<file path="config.mk">
export PLATFORM = sky130hd
export DESIGN_NAME = svec_seq
export DESIGN_NICKNAME = d
export VERILOG_FILES = /design/src/rtl/svec_pkg.sv /design/src/rtl/svec_step.sv /design/src/rtl/svec_ctrl.sv /design/src/rtl/svec_seq.sv
export SDC_FILE = /design/constraint.sdc
export NUM_CORES = 1
export LEC_CHECK = 0
export BUFFER_PORTS_ARGS = -buffer_cell sky130_fd_sc_hd__buf_2
export CAP_MARGIN = 20
export CORE_MARGIN = 10
export CORE_UTILIZATION = 30
export CTS_CLUSTER_DIAMETER = 150
export DETAILED_ROUTE_END_ITERATION = 8
export GPL_ROUTABILITY_DRIVEN = 0
export GPL_TIMING_DRIVEN = 0
export PLACE_DENSITY = 0.57
export SYNTH_ARGS = -nofsm -noshare
export SYNTH_HDL_FRONTEND = slang
export SYNTH_HIERARCHICAL = 1
export SYNTH_SLANG_ARGS = --single-unit
</file>
<file path="constraint.sdc">
create_clock -name clk -period 2.2 [get_ports clk]
set_input_delay 0.11 -clock clk [delete_from_list [all_inputs] [get_ports clk]]
set_output_delay 0.11 -clock clk [all_outputs]
set_load 0.005 [all_outputs]
</file>
<file path="src/rtl/svec_pkg.sv">
package svec_pkg;

  typedef enum logic [1:0] {
    NOPS_DST     = 2'd0,
    NOPS_TWO     = 2'd1,
    NOPS_THREE   = 2'd2,
    NOPS_THREE_X = 2'd3
  } nops_e;

  localparam int LANES     = 3;
  localparam int LANE_DST  = 0;
  localparam int LANE_SRC1 = 1;
  localparam int LANE_SRC2 = 2;

endpackage

</file>
<file path="src/rtl/svec_step.sv">
// Advances one register index by a step while keeping it inside its aligned group.
module svec_step #(
  parameter int IDX_W = 6,
  parameter int GRP_W = 3
) (
  input  logic [IDX_W-1:0] idx_i,
  input  logic [GRP_W-1:0] step_i,
  input  logic             en_i,
  output logic [IDX_W-1:0] idx_o
);

  logic [GRP_W-1:0] off_sum;

  // Carry out of the low field is discarded, which gives the wrap inside the group.
  assign off_sum = idx_i[GRP_W-1:0] + step_i;
  assign idx_o   = en_i ? {idx_i[IDX_W-1:GRP_W], off_sum} : idx_i;

endmodule

</file>
<file path="src/rtl/svec_ctrl.sv">
// Element counter and sequence state: length clipping, single-op decision, markers.
module svec_ctrl #(
  parameter int LEN_W    = 4,
  parameter int MAX_VLEN = 8
) (
  input  logic             clk,
  input  logic             rst_n,
  input  logic             in_fire,
  input  logic [LEN_W-1:0] raw_len,
  input  logic             dst_scalar,
  input  logic             out_ready,
  output logic             busy,
  output logic             first,
  output logic             last,
  output logic             step_now,
  output logic             multi,
  output logic             err_flag
);

  logic [LEN_W-1:0] len_clip;
  logic [LEN_W-1:0] load_cnt;
  logic             vec_req;
  logic             single;
  logic [LEN_W-1:0] remain_q;
  logic             busy_q;
  logic             first_q;
  logic             multi_q;
  logic             err_q;
  logic             pop;

  always_comb begin
    if (raw_len == '0)
      len_clip = LEN_W'(1);
    else if (raw_len > LEN_W'(MAX_VLEN))
      len_clip = LEN_W'(MAX_VLEN);
    else
      len_clip = raw_len;
  end

  assign vec_req  = (len_clip > LEN_W'(1));
  assign single   = dst_scalar | ~vec_req;
  assign load_cnt = single ? LEN_W'(1) : len_clip;

  assign last     = (remain_q == LEN_W'(1));
  assign pop      = busy_q & out_ready;
  assign step_now = pop & ~last;

  always_ff @(posedge clk or negedge rst_n) begin
    if (!rst_n) begin
      busy_q   <= 1'b0;
      remain_q <= '0;
      first_q  <= 1'b0;
      multi_q  <= 1'b0;
      err_q    <= 1'b0;
    end else if (in_fire) begin
      busy_q   <= 1'b1;
      remain_q <= load_cnt;
      first_q  <= 1'b1;
      multi_q  <= ~single;
      err_q    <= dst_scalar & vec_req;
    end else if (pop) begin
      if (last) begin
        busy_q <= 1'b0;
      end else begin
        remain_q <= remain_q - LEN_W'(1);
        first_q  <= 1'b0;
      end
    end
  end

  assign busy     = busy_q;
  assign first    = first_q;
  assign multi    = multi_q;
  assign err_flag = err_q;

endmodule

</file>
<file path="src/rtl/svec_seq.sv">
// Short-vector register index sequencer, top level.
module svec_seq
  import svec_pkg::*;
#(
  parameter int IDX_W    = 6,
  parameter int GRP_SZ   = 8,
  parameter int BANK_SZ  = 32,
  parameter int MAX_VLEN = 8,
  parameter int LEN_W    = 4
) (
  input  logic             clk,
  input  logic             rst_n,
  input  logic             in_valid,
  output logic             in_ready,
  input  logic [IDX_W-1:0] in_dst,
  input  logic [IDX_W-1:0] in_src1,
  input  logic [IDX_W-1:0] in_src2,
  input  logic             in_stride,
  input  logic             in_wide,
  input  logic [1:0]       in_nops,
  input  logic [LEN_W-1:0] in_vlen,
  output logic             out_valid,
  input  logic             out_ready,
  output logic [IDX_W-1:0] out_dst,
  output logic [IDX_W-1:0] out_src1,
  output logic [IDX_W-1:0] out_src2,
  output logic             out_first,
  output logic             out_last,
  output logic             out_dcommit,
  output logic             err_scalar_dst
);

  localparam int GRP_W  = $clog2(GRP_SZ);
  localparam int BANK_W = $clog2(BANK_SZ);

  function automatic logic is_scalar(input logic [IDX_W-1:0] idx);
    return (idx[BANK_W-1:GRP_W] == '0);
  endfunction

  logic             in_fire;
  logic             busy;
  logic             first;
  logic             last;
  logic             step_now;
  logic             multi;
  logic             err_flag;
  logic [GRP_W-1:0] step_in;
  logic [GRP_W-1:0] step_q;
  nops_e            nops;

  logic [IDX_W-1:0] start_idx [LANES];
  logic             adv_in    [LANES];
  logic [IDX_W-1:0] cur_idx   [LANES];
  logic [IDX_W-1:0] nxt_idx   [LANES];
  logic             adv_q     [LANES];

  assign in_ready = ~busy;
  assign in_fire  = in_valid & in_ready;
  assign nops     = nops_e'(in_nops);

  // Element step: base 1 or 2, doubled for double-width elements.
  always_comb begin
    step_in = in_stride ? GRP_W'(2) : GRP_W'(1);
    if (in_wide)
      step_in = step_in << 1;
  end

  // Per-lane advance policy, taken from the operand form and the scalar bank.
  always_comb begin
    start_idx[LANE_DST]  = in_dst;
    start_idx[LANE_SRC1] = in_src1;
    start_idx[LANE_SRC2] = in_src2;
    adv_in[LANE_DST]     = 1'b1;
    unique case (nops)
      NOPS_DST: begin
        adv_in[LANE_SRC1] = 1'b0;
        adv_in[LANE_SRC2] = 1'b0;
      end
      NOPS_TWO: begin
        adv_in[LANE_SRC1] = ~is_scalar(in_src1);
        adv_in[LANE_SRC2] = 1'b0;
      end
      default: begin
        adv_in[LANE_SRC1] = 1'b1;
        adv_in[LANE_SRC2] = ~is_scalar(in_src2);
      end
    endcase
  end

  svec_ctrl #(
    .LEN_W    (LEN_W),
    .MAX_VLEN (MAX_VLEN)
  ) u_ctrl (
    .clk        (clk),
    .rst_n      (rst_n),
    .in_fire    (in_fire),
    .raw_len    (in_vlen),
    .dst_scalar (is_scalar(in_dst)),
    .out_ready  (out_ready),
    .busy       (busy),
    .first      (first),
    .last       (last),
    .step_now   (step_now),
    .multi      (multi),
    .err_flag   (err_flag)
  );

  always_ff @(posedge clk or negedge rst_n) begin
    if (!rst_n)
      step_q <= '0;
    else if (in_fire)
      step_q <= step_in;
  end

  for (genvar g = 0; g < LANES; g++) begin : g_lane
    svec_step #(
      .IDX_W (IDX_W),
      .GRP_W (GRP_W)
    ) u_step (
      .idx_i  (cur_idx[g]),
      .step_i (step_q),
      .en_i   (adv_q[g]),
      .idx_o  (nxt_idx[g])
    );

    always_ff @(posedge clk or negedge rst_n) begin
      if (!rst_n) begin
        cur_idx[g] <= '0;
        adv_q[g]   <= 1'b0;
      end else if (in_fire) begin
        cur_idx[g] <= start_idx[g];
        adv_q[g]   <= adv_in[g];
      end else if (step_now) begin
        cur_idx[g] <= nxt_idx[g];
      end
    end
  end

  assign out_valid      = busy;
  assign out_dst        = cur_idx[LANE_DST];
  assign out_src1       = cur_idx[LANE_SRC1];
  assign out_src2       = cur_idx[LANE_SRC2];
  assign out_first      = busy & first;
  assign out_last       = busy & last;
  assign out_dcommit    = busy & multi;
  assign err_scalar_dst = busy & err_flag;

endmodule

</file>
==> results by group, run 1 <==
Run
  – Max_cap viols: 0

Worst hold path
  – Hold WC Path Type: primary input to flop

Critical path
  – Nature of the critical path endpoint: flop
  – Slowest stage delay, CP: 0.40 ns
  – Reg2reg start: u_ctrl/remain_q[1]$_DFFE_PN0P_
  – Worst Setup Start Kind: flop
  – CP required: 2.36 ns
  – Crit path kind: flop to flop
  – R2R Path End: out_src2[5]$_DFFE_PN0P_
  – Most used cell, CP: mux2_4
  – CP max FO: 10
  – Register-to-Register Setup Slack: 0.07 ns
  – CP Cell Sequence: inv_1, ha_1, or3b_4, clkinv_2, nor2_2, buf_6, buf_12, mux2_4, mux2_4
  – FF-to-FF path depth: 9
  – CP startpoint: u_ctrl/remain_q[1]$_DFFE_PN0P_
  – Worst path slowest cell: or3b_4
  – WP data arrival: 2.29 ns
  – Worst setup path end: out_src2[5]$_DFFE_PN0P_

CTS
  – Max Buffers Root-to-Sink: 2
  – Worst-Skew Late Latency: 0.28 ns
  – CTS resizes: 0
  – Num Clock Sinks: 32
  – TritonCTS clock tree: done
  – Clock slew at reported path FFs: 0.08 ns
  – CTS Buf Count: 5
  – Htree depth: 2
  – Root Driver: clkbuf_8

Yosys
  – Cell count after synthesis: 165
  – Synth cell count leaders: dfrtp_1, mux2_2, mux2_4, buf_4, inv_1
  – Ys Warns: 6
  – Post-synthesis sequential area ratio: 39.29%
  – Count leader, synth: dfrtp_1
  – #FFs+latches synth: 32
  – EDFF count, synth: 0
  – Post-Syn Nets: 205
  – Main flop type after synthesis: dfrtp_1
  – Post-Syn Area: 2038 sq um
  – Post-synthesis cell type count: 39
  – Synthesized area per cell: 12.35 sq um
  – Share of the synthesized area in the top cell type: 39.29%
  – Area contributors post-synth: dfrtp_1, mux2_4, mux2_2, ha_1, buf_4
  – Largest area contributor in the netlist: dfrtp_1
  – Synth async-reset ratio: 100.0%

Pwr
  – PD cells: 1499 nW/um^2
  – LEAKAGE: 1.281 nW
  – Worst vdd ir: 0.5492 mV

Placement
  – Port bufs: 53
  – Placed inst area: 2400 sq um
  – Dpl hpwl: 3.493 mm

Floorplanning
  – Num ports: 54
  – Starting Density: 31.56%
  – Floorplan row count: 29
  – Core area: 6459 sq um
  – Die Height: 102.4 um
  – Die extent in x: 102.4 um
  – Area of the die: 10490 sq um

Layout
  – N_diodes: 0
  – Final nets: 271
  – Design Area, Final: 2571 sq um
  – Layout Area Growth over Synthesis: 26.15%
  – Share of cells above drive strength 1: 55.60%
  – Fill cell count: 635

Routing
  – Via count: 1391
  – # DRC: 0
  – Final WL: 4.703 mm
  – Number of nets with antenna violations after routing: 0
  – Detailed Routing Iterations Pass 1: 5
  – WL per Instance: 15.22 um
  – Via/cell ratio: 4.502
  – Initial DRC Count: 66

Global routing
  – Largest net degree at the start of global routing: 33
  – Number of global-route vias before repair: 1508
  – Antenna violations before repair: 0
  – Global-route wire length before repair: 7.534 mm
  – Remaining global-route overflow: 0
  – Gr usage total: 9.234%

Timing
  – Final Critical Period: 2.129 ns
  – Final Hold Viols: 0
  – Clk_skew: 0.008860 ns
  – Fmax: 0.4696 GHz
  – Slew Limit Headroom: 49.48%
  – Setup-failing EPs final: 0
  – TNS Setup: 0 ns
  – Final worst-path cycle share: 96.79%
  – Worst Tran Pin Value: 0.7578 ns
  – Final slew viol count: 0

Status
  – Status: completed
-- area by class of cell --
cell class              instances  area (sq um)  share of cell area, %
multi-input cells             109          1077                  41.90
flip-flops and latches         32         800.8                  31.14
repair buffers                 59         325.3                  12.65
plain buffers                  14         121.4                  4.720
well taps                      77         96.34                  3.747
clock buffers                   5         68.82                  2.676
clock inverters                 3         42.54                  1.654
inverters                      10         38.79                  1.509
-- cells by family after synthesis --
kind of cell	Yosys count	share of synthesized area [%]
DFF	32	39.29
buffers and inverters	24	7.857
muxes	46	29.04
xor gates and xnor gates	6	2.579
and+or+nand+nor	26	6.815
adders and majority gates	10	7.244
AOI/OAI and AO/OA	21	7.183
-- where the power goes --
group          switching, W  leakage (nW)  internal [W]
sequential         0.000291         0.377      0.000886
clock              0.000231        0.0541      0.000335
combinational      0.000720         0.849       0.00139
-- state kept, by name, indices dropped and copies added, names as in the netlist --
signal / cells
u_ctrl/err_flag: 1
step_q: 3
adv_q: 3
u_ctrl/remain_q: 4
u_ctrl/busy: 1
u_ctrl/multi: 1
out_src2: 6
u_ctrl/first: 1
out_src1: 6
out_dst: 6
-- timing repair --
action,CTS,global route
setup endpoints to repair,0,10
hold buffers,1,0
setup buffers,0,5
endpoints found under the hold margin,32,0
-- layer usage --
metal	GRT usage, %	routed length (um)	share of wire [%]	vias up
li1	-	-	-	703
met1	11.40	2190	47	650
met2	14.23	2146	46	36
met3	3.914	335	7.1	2
met4	2.928	31	0.66	0
met5	0	0	0	-
-- worst min path at each step --
stage	startpoint	end	cells past startpoint
3_5_place_dp	rst_n	out_dst[3]$_DFFE_PN0P_	1
6_report	in_src2[2]	out_src2[2]$_DFFE_PN0P_	2
5_1_grt	in_src2[2]	out_src2[2]$_DFFE_PN0P_	2
4_1_cts	in_src2[2]	out_src2[2]$_DFFE_PN0P_	2
2_1_floorplan	rst_n	adv_q[0]$_DFFE_PN0P_	0
3_3_place_gp	rst_n	out_dst[3]$_DFFE_PN0P_	1
-- metrics by stage --
stage	hold WS, ns	cells	worst slack, ns	power [W]	utilization, %
6_report	0.04888	309	0.07065	0.003855	39.81
2_1_floorplan	-0.1856	165	0.1625	0.002716	-
3_5_place_dp	0.2374	295	0.03515	0.003262	37.16
4_1_cts	0.04213	304	0.01096	0.003850	39.04
5_1_grt	0.04625	309	-0.001135	0.004201	39.81
3_3_place_gp	0.2401	295	0.02070	0.003203	37.16
-- critical path, delay by kind of cell (launching register included) --
family                     cells  cell delay (ns)
muxes                          2             0.55
and+or+nand+nor                2             0.45
DFF                            1             0.39
adders and majority gates      1             0.15
buffers and inverters          4             0.46
-- cell usage in the layout, fill, tap and decap left out, drive strengths merged, types with 4 or more instances in the layout --
master	synthesis	layout
buf	13	71
mux2	45	45
dfrtp	32	32
inv	9	9
ha	7	7
nand2	7	7
o21ai	6	6
clkbuf	1	6
and2	5	5
nor2	4	4
(Power assumes the default switching activity.)
==> run 2: changes to the inputs <==
CELL_PAD_IN_SITES_DETAIL_PLACEMENT = 0   (was default)
CELL_PAD_IN_SITES_GLOBAL_PLACEMENT = 2   (was default)
PLACE_DENSITY = 0.79   (was 0.57)
==> results by group, run 2 (synthesis results as in run 1) <==
Floorplanning
  – Core area: 6459 sq um
  – Num ports: 54
  – Starting Density: 31.56%
  – Die Height: 102.4 um
  – Floorplan row count: 29
  – Area of the die: 10490 sq um
  – Die extent in x: 102.4 um

Routing
  – Via/cell ratio: 4.575
  – Via count: 1409
  – Number of nets with antenna violations after routing: 0
  – Final WL: 4.664 mm
  – # DRC: 0
  – Initial DRC Count: 15
  – WL per Instance: 15.14 um
  – Detailed Routing Iterations Pass 1: 4

CTS
  – CTS Buf Count: 5
  – Num Clock Sinks: 32
  – Max Buffers Root-to-Sink: 2
  – Clock slew at reported path FFs: 0.07 ns
  – Worst-Skew Late Latency: 0.28 ns
  – Htree depth: 2
  – TritonCTS clock tree: done
  – Root Driver: clkbuf_8

Layout
  – Design Area, Final: 2567 sq um
  – Most frequent cells in the layout: buf_2, dfrtp_1, mux2_2
  – Register Area: 802.0 sq um
  – Final nets: 270
  – Multi-input logic area: 1082 sq um
  – Commonest non-fill, non-tap cell in the layout: buf_2
  – Final non-filler cell total: 308
  – N_diodes: 0
  – Fill cell count: 639
  – Fin util: 39.75%
  – Share of cells above drive strength 1: 55.41%
  – Layout Area Growth over Synthesis: 25.97%

Critical path
  – Worst Setup Start Kind: flop
  – Crit path kind: flop to flop
  – WP data arrival: 2.27 ns
  – Nature of the critical path endpoint: flop
  – CP required: 2.36 ns
  – CP max FO: 10

Global routing
  – Number of global-route vias before repair: 1536
  – Global-route wire length before repair: 7.596 mm
  – Antenna violations before repair: 0
  – Gr usage total: 9.272%
  – Remaining global-route overflow: 0
  – Largest net degree at the start of global routing: 33

Timing
  – Final Critical Period: 2.105 ns
  – Setup-failing EPs final: 0
  – Final Hold Viols: 0
  – Slew Limit Headroom: 49.02%
  – Clk_skew: 0.003639 ns
  – RSZ-0062 raised after global routing: false
  – TNS Setup: 0 ns
  – Final worst-path cycle share: 95.68%
  – Fmax: 0.4751 GHz
  – Worst Tran Pin Value: 0.7647 ns
  – Final slew viol count: 0
  – Worst Slack Setup Final: 0.09506 ns

Placement
  – Dpl hpwl: 3.548 mm
  – Port bufs: 53
  – Post-place setup slack: 0.02684 ns
  – Placed inst area: 2400 sq um
  – Placed Cells: 295

Status
  – Status: completed

Worst hold path
  – Hold WC Path Type: primary input to flop

Run
  – Max_cap viols: 0

Pwr
  – Worst vdd ir: 0.6001 mV
  – LEAKAGE: 1.277 nW
  – PD cells: 1495 nW/um^2
run 2: changes by cell type in the layout (fill, tap and decap cells not counted), sizes merged:
cell,change
inv,+1
clkinv,-1
clkbuf,+1
clkinvlp,-1
buf,-1
run 2: repair_timing:
action / in CTS / in global routing
hold endpoints to repair: 32 / 0
hold buffers: 1 / 0
buffers inserted: 1 / 3
resized for setup: 0 / 3
endpoints found under the setup margin: 2 / 10
run 2: metrics by stage:
step           total power, W  hold slack, ns
6_report             0.003839         0.05424
5_1_grt              0.004194         0.03622
4_1_cts              0.003853         0.04435
3_5_place_dp         0.003260          0.2432
3_3_place_gp         0.003213          0.2429
2_1_floorplan        0.002716         -0.1856
run 2: where the power goes:
part	switching, W	internal [W]	total [W]	leakage (nW)
combinational	0.000717	0.00138	0.00210	0.846
sequential	0.000291	0.000888	0.00118	0.376
clock	0.000223	0.000336	0.000559	0.0552
run 2: path summary, 6_finish.rpt:
path / start / end / slack [ns] / cells after the start
hold / removal: in_src2[1] / out_src2[1]$_DFFE_PN0P_ / 0.05 / 2
setup / recovery: u_ctrl/remain_q[1]$_DFFE_PN0P_ / out_src1[5]$_DFFE_PN0P_ / 0.1 / 9
max in group asynchronous: rst_n / u_ctrl/remain_q[0]$_DFFE_PN0P_ / 1.23 / 2
hold reg to reg: u_ctrl/multi$_DFFE_PN0P_ / u_ctrl/multi$_DFFE_PN0P_ / 0.48 / 1
min in group asynchronous: rst_n / out_src1[5]$_DFFE_PN0P_ / 0.44 / 2
setup reg to reg: u_ctrl/remain_q[1]$_DFFE_PN0P_ / out_src1[5]$_DFFE_PN0P_ / 0.1 / 9
run 2: layout make-up:
cell class | count | area share (%)
inverter | 10 | 1.559
tap | 77 | 3.752
clock buffer | 6 | 2.827
clock inverter | 2 | 1.365
multi-input combinational | 109 | 42.15
buffer | 14 | 4.727
sequential | 32 | 31.24
timing repair buffer | 58 | 12.38
run 2: critical path, stage by stage (launching register included):
cell and delay, ns:
dfrtp_1 0.38, inv_1 0.08, ha_1 0.16, or3b_4 0.42, inv_4 0.08, nor2_4 0.04
buf_6 0.13, buf_12 0.15, mux2_4 0.29, mux2_4 0.26
run 2: metal layers:
metal,global-route usage (%),routed length [um],up-vias
met2,14.67,2107,37
met5,0,0,-
li1,-,-,702
met1,11.19,2216,665
met3,3.644,294,5
met4,3.254,46,0
==> run 3: changes to the inputs <==
CORE_UTILIZATION = 26   (was 30)
SYNTH_HIERARCHICAL = default   (was 1)
==> results by group, run 3 <==
Status
  – Status: completed

Pwr
  – LEAKAGE: 1.107 nW
  – Worst vdd ir: 0.4700 mV
  – Net Sw Frac: 38.47%
  – Sw Pwr: 0.001127 W
  – Register share of total power: 36.9%
  – Internal power: 0.001803 W
  – Logic pwr share: 43.6%
  – PD cells: 1323 nW/um^2
  – Clock share of power: 19.4%

CTS
  – Clock slew at reported path FFs: 0.07 ns
  – Setup bufs post-CTS: 0
  – Htree depth: 2
  – TritonCTS clock tree: done
  – CTS Buf Count: 5
  – Max Buffers Root-to-Sink: 2
  – Num Clock Sinks: 32
  – Root Driver: clkbuf_8
  – Worst-Skew Late Latency: 0.29 ns

Layout
  – Commonest non-fill, non-tap cell in the layout: buf_2
  – N_diodes: 0
  – Register Area: 800.8 sq um
  – Multi-input logic area: 830.8 sq um
  – Final nets: 290
  – Most frequent cells in the layout: buf_2, nand2_1, dfrtp_1
  – Design Area, Final: 2215 sq um
  – Share of cells above drive strength 1: 28.29%
  – Fill cell count: 718
  – Layout Area Growth over Synthesis: 28.82%

Routing
  – Max layer used: met4
  – Initial DRC Count: 74
  – Via/cell ratio: 4.686
  – Post-Route M1 WL: 2.373 mm
  – Number of nets with antenna violations after routing: 0
  – # DRC: 0
  – Final WL: 5.043 mm
  – WL per Instance: 15.38 um
  – Met3 WL: 430 um
  – Met2 WL post-DR: 2.179 mm
  – Via count: 1537
  – Detailed Routing Iterations Pass 1: 4

Floorplanning
  – Core area: 6386 sq um
  – Num ports: 54
  – Die Height: 101.3 um
  – Floorplan row count: 29
  – Area of the die: 10260 sq um
  – Die extent in x: 101.3 um
  – Starting Density: 26.92%

Timing
  – Fmax: 0.5007 GHz
  – RSZ-0062 raised after global routing: false
  – Worst Slack Setup Final: 0.2027 ns
  – Final slew viol count: 0
  – Final Hold Viols: 0
  – Slew Limit Headroom: 48.86%
  – Setup-failing EPs final: 0
  – TNS Setup: 0 ns
  – Worst Tran Pin Value: 0.7672 ns
  – Final worst-path cycle share: 90.79%
  – Clk_skew: 0.004583 ns
  – Final Critical Period: 1.997 ns

Critical path
  – Worst Setup Start Kind: flop
  – CP max FO: 10
  – WP data arrival: 1.89 ns
  – CP required: 2.09 ns
  – Nature of the critical path endpoint: primary output
  – FF-to-FF path depth: 6
  – Register-to-Register Setup Slack: 0.38 ns
  – Reg2reg start: step_q[0]$_DFFE_PN0P_
  – Crit path kind: flop to primary output
  – R2R Path End: out_dst[2]$_DFFE_PN0P_

Yosys
  – Post-synthesis cell type count: 36
  – Synth Area in Adders: 8.588%
  – Synth async-reset ratio: 100.0%
  – Synthesized area per cell: 9.144 sq um
  – Cell count after synthesis: 188
  – EDFF count, synth: 0
  – Post-Synth Simple-Gate Area: 23.51%
  – Combinational family with the most area after synthesis: simple AND/OR/NAND/NOR gates
  – Post-synthesis sequential area ratio: 46.58%
  – #FFs+latches synth: 32
  – Ys Warns: 0
  – Compound-gate portion of the synthesized area: 14.34%
  – Mux cell area share after synthesis: 0%
  – Synth cell count leaders: nand2_1, dfrtp_1, nor2_1, inv_1, o21ai_0
  – Post-Syn Nets: 228
  – XOR/XNOR Fraction of Synth Area: 1.528%
  – Main flop type after synthesis: dfrtp_1
  – Share of the synthesized area in the top cell type: 46.58%
  – Post-Syn Area: 1719 sq um
  – Count leader, synth: nand2_1
  – Largest area contributor in the netlist: dfrtp_1
  – Area contributors post-synth: dfrtp_1, nand2_1, ha_1, fa_1, a31oi_1

Placement
  – Placed inst area: 2081 sq um
  – Post-place setup slack: 0.3924 ns
  – Dpl hpwl: 3.751 mm
  – Port bufs: 53

Run
  – Max_cap viols: 0

Worst hold path
  – WHS Endpoint: out_src2[5]$_DFFE_PN0P_
  – Hold WC Path Type: primary input to flop
  – Start point of the worst min-delay path: in_src2[5]
  – Hold depth: 3

Global routing
  – Largest net degree at the start of global routing: 33
  – Remaining global-route overflow: 0
  – Gr usage total: 10.38%
  – Global-route wire length before repair: 8.549 mm
  – Number of global-route vias before repair: 1728
  – Antenna violations before repair: 0
## run 3: worst max-delay path, stage by stage (launching register included)
cell	delay (ns)
dfrtp_1	0.39
inv_1	0.08
ha_1	0.14
nor3b_4	0.26
buf_2	0.27
buf_4	0.21
and2_1	0.13
buf_2	0.11
## run 3: metal layers
layer  GRT usage [%]  vias up
met4           3.537        0
li1                -      768
met5               0        -
met2           15.43       42
met1           13.12      721
met3           4.493        6
## run 3: how the worst max path moves through the flow
stage	start	endpoint	slack, ns	depth (start not counted)
2_1_floorplan	step_q[0]$_DFFE_PN0P_	out_dst[2]$_DFFE_PN0P_	0.52	6
3_3_place_gp	step_q[0]$_DFFE_PN0P_	out_dst[2]$_DFFE_PN0P_	0.40	6
3_5_place_dp	step_q[0]$_DFFE_PN0P_	out_dst[2]$_DFFE_PN0P_	0.39	6
4_1_cts	u_ctrl.remain_q[1]$_DFFE_PN0P_	out_last	0.09	7
5_1_grt	u_ctrl.remain_q[1]$_DFFE_PN0P_	out_last	0.03	7
6_report	u_ctrl.remain_q[1]$_DFFE_PN0P_	out_last	0.20	7
## run 3: power by group through the flow
stage / Clock, W / Combinational (W) / Sequential [W]
finish: 0.000570 / 0.00128 / 0.00108
global route: 0.000614 / 0.00151 / 0.00114
CTS: 0.000590 / 0.00131 / 0.00108
detailed placement: 0 / 0.00130 / 0.00108
global placement: 0 / 0.00128 / 0.00108
floorplan: 0 / 0.000800 / 0.00106
## run 3: what timing repair did
| action | CTS | global route |
|---|---|---|
| resized for setup | 0 | 1 |
| hold endpoints to repair | 33 | 0 |
| endpoints found under the setup margin | 0 | 1 |
| hold buffers | 2 | 0 |
## run 3: per-stage QoR
stage	instances	hold WS, ns	power, W	utilization, %
CTS	328	0.006418	0.002977	34.58
global placement	318	0.2284	0.002360	32.58
finish	328	0.01165	0.002930	34.68
floorplan	188	-0.1856	0.001862	-
global route	328	0.03929	0.003261	34.68
detailed placement	318	0.2415	0.002388	32.58
## run 3: cell type report
type / instances / share of cell area (%)
Timing Repair Buffer: 55 / 12.88
Tap cell: 77 / 4.350
Inverter: 13 / 2.203
Clock buffer: 6 / 3.277
Buffer: 9 / 2.034
Multi-Input combinational cell: 134 / 37.51
Sequential cell: 32 / 36.16
Clock inverter: 2 / 1.582
## run 3: logic make-up after synthesis
group,Yosys count
AO/OA/AOI/OAI,37
XOR/XNOR,3
adder cells (fa/ha/maj),10
buffers and inverters,22
flip-flops,32
AND/OR/NAND/NOR,84
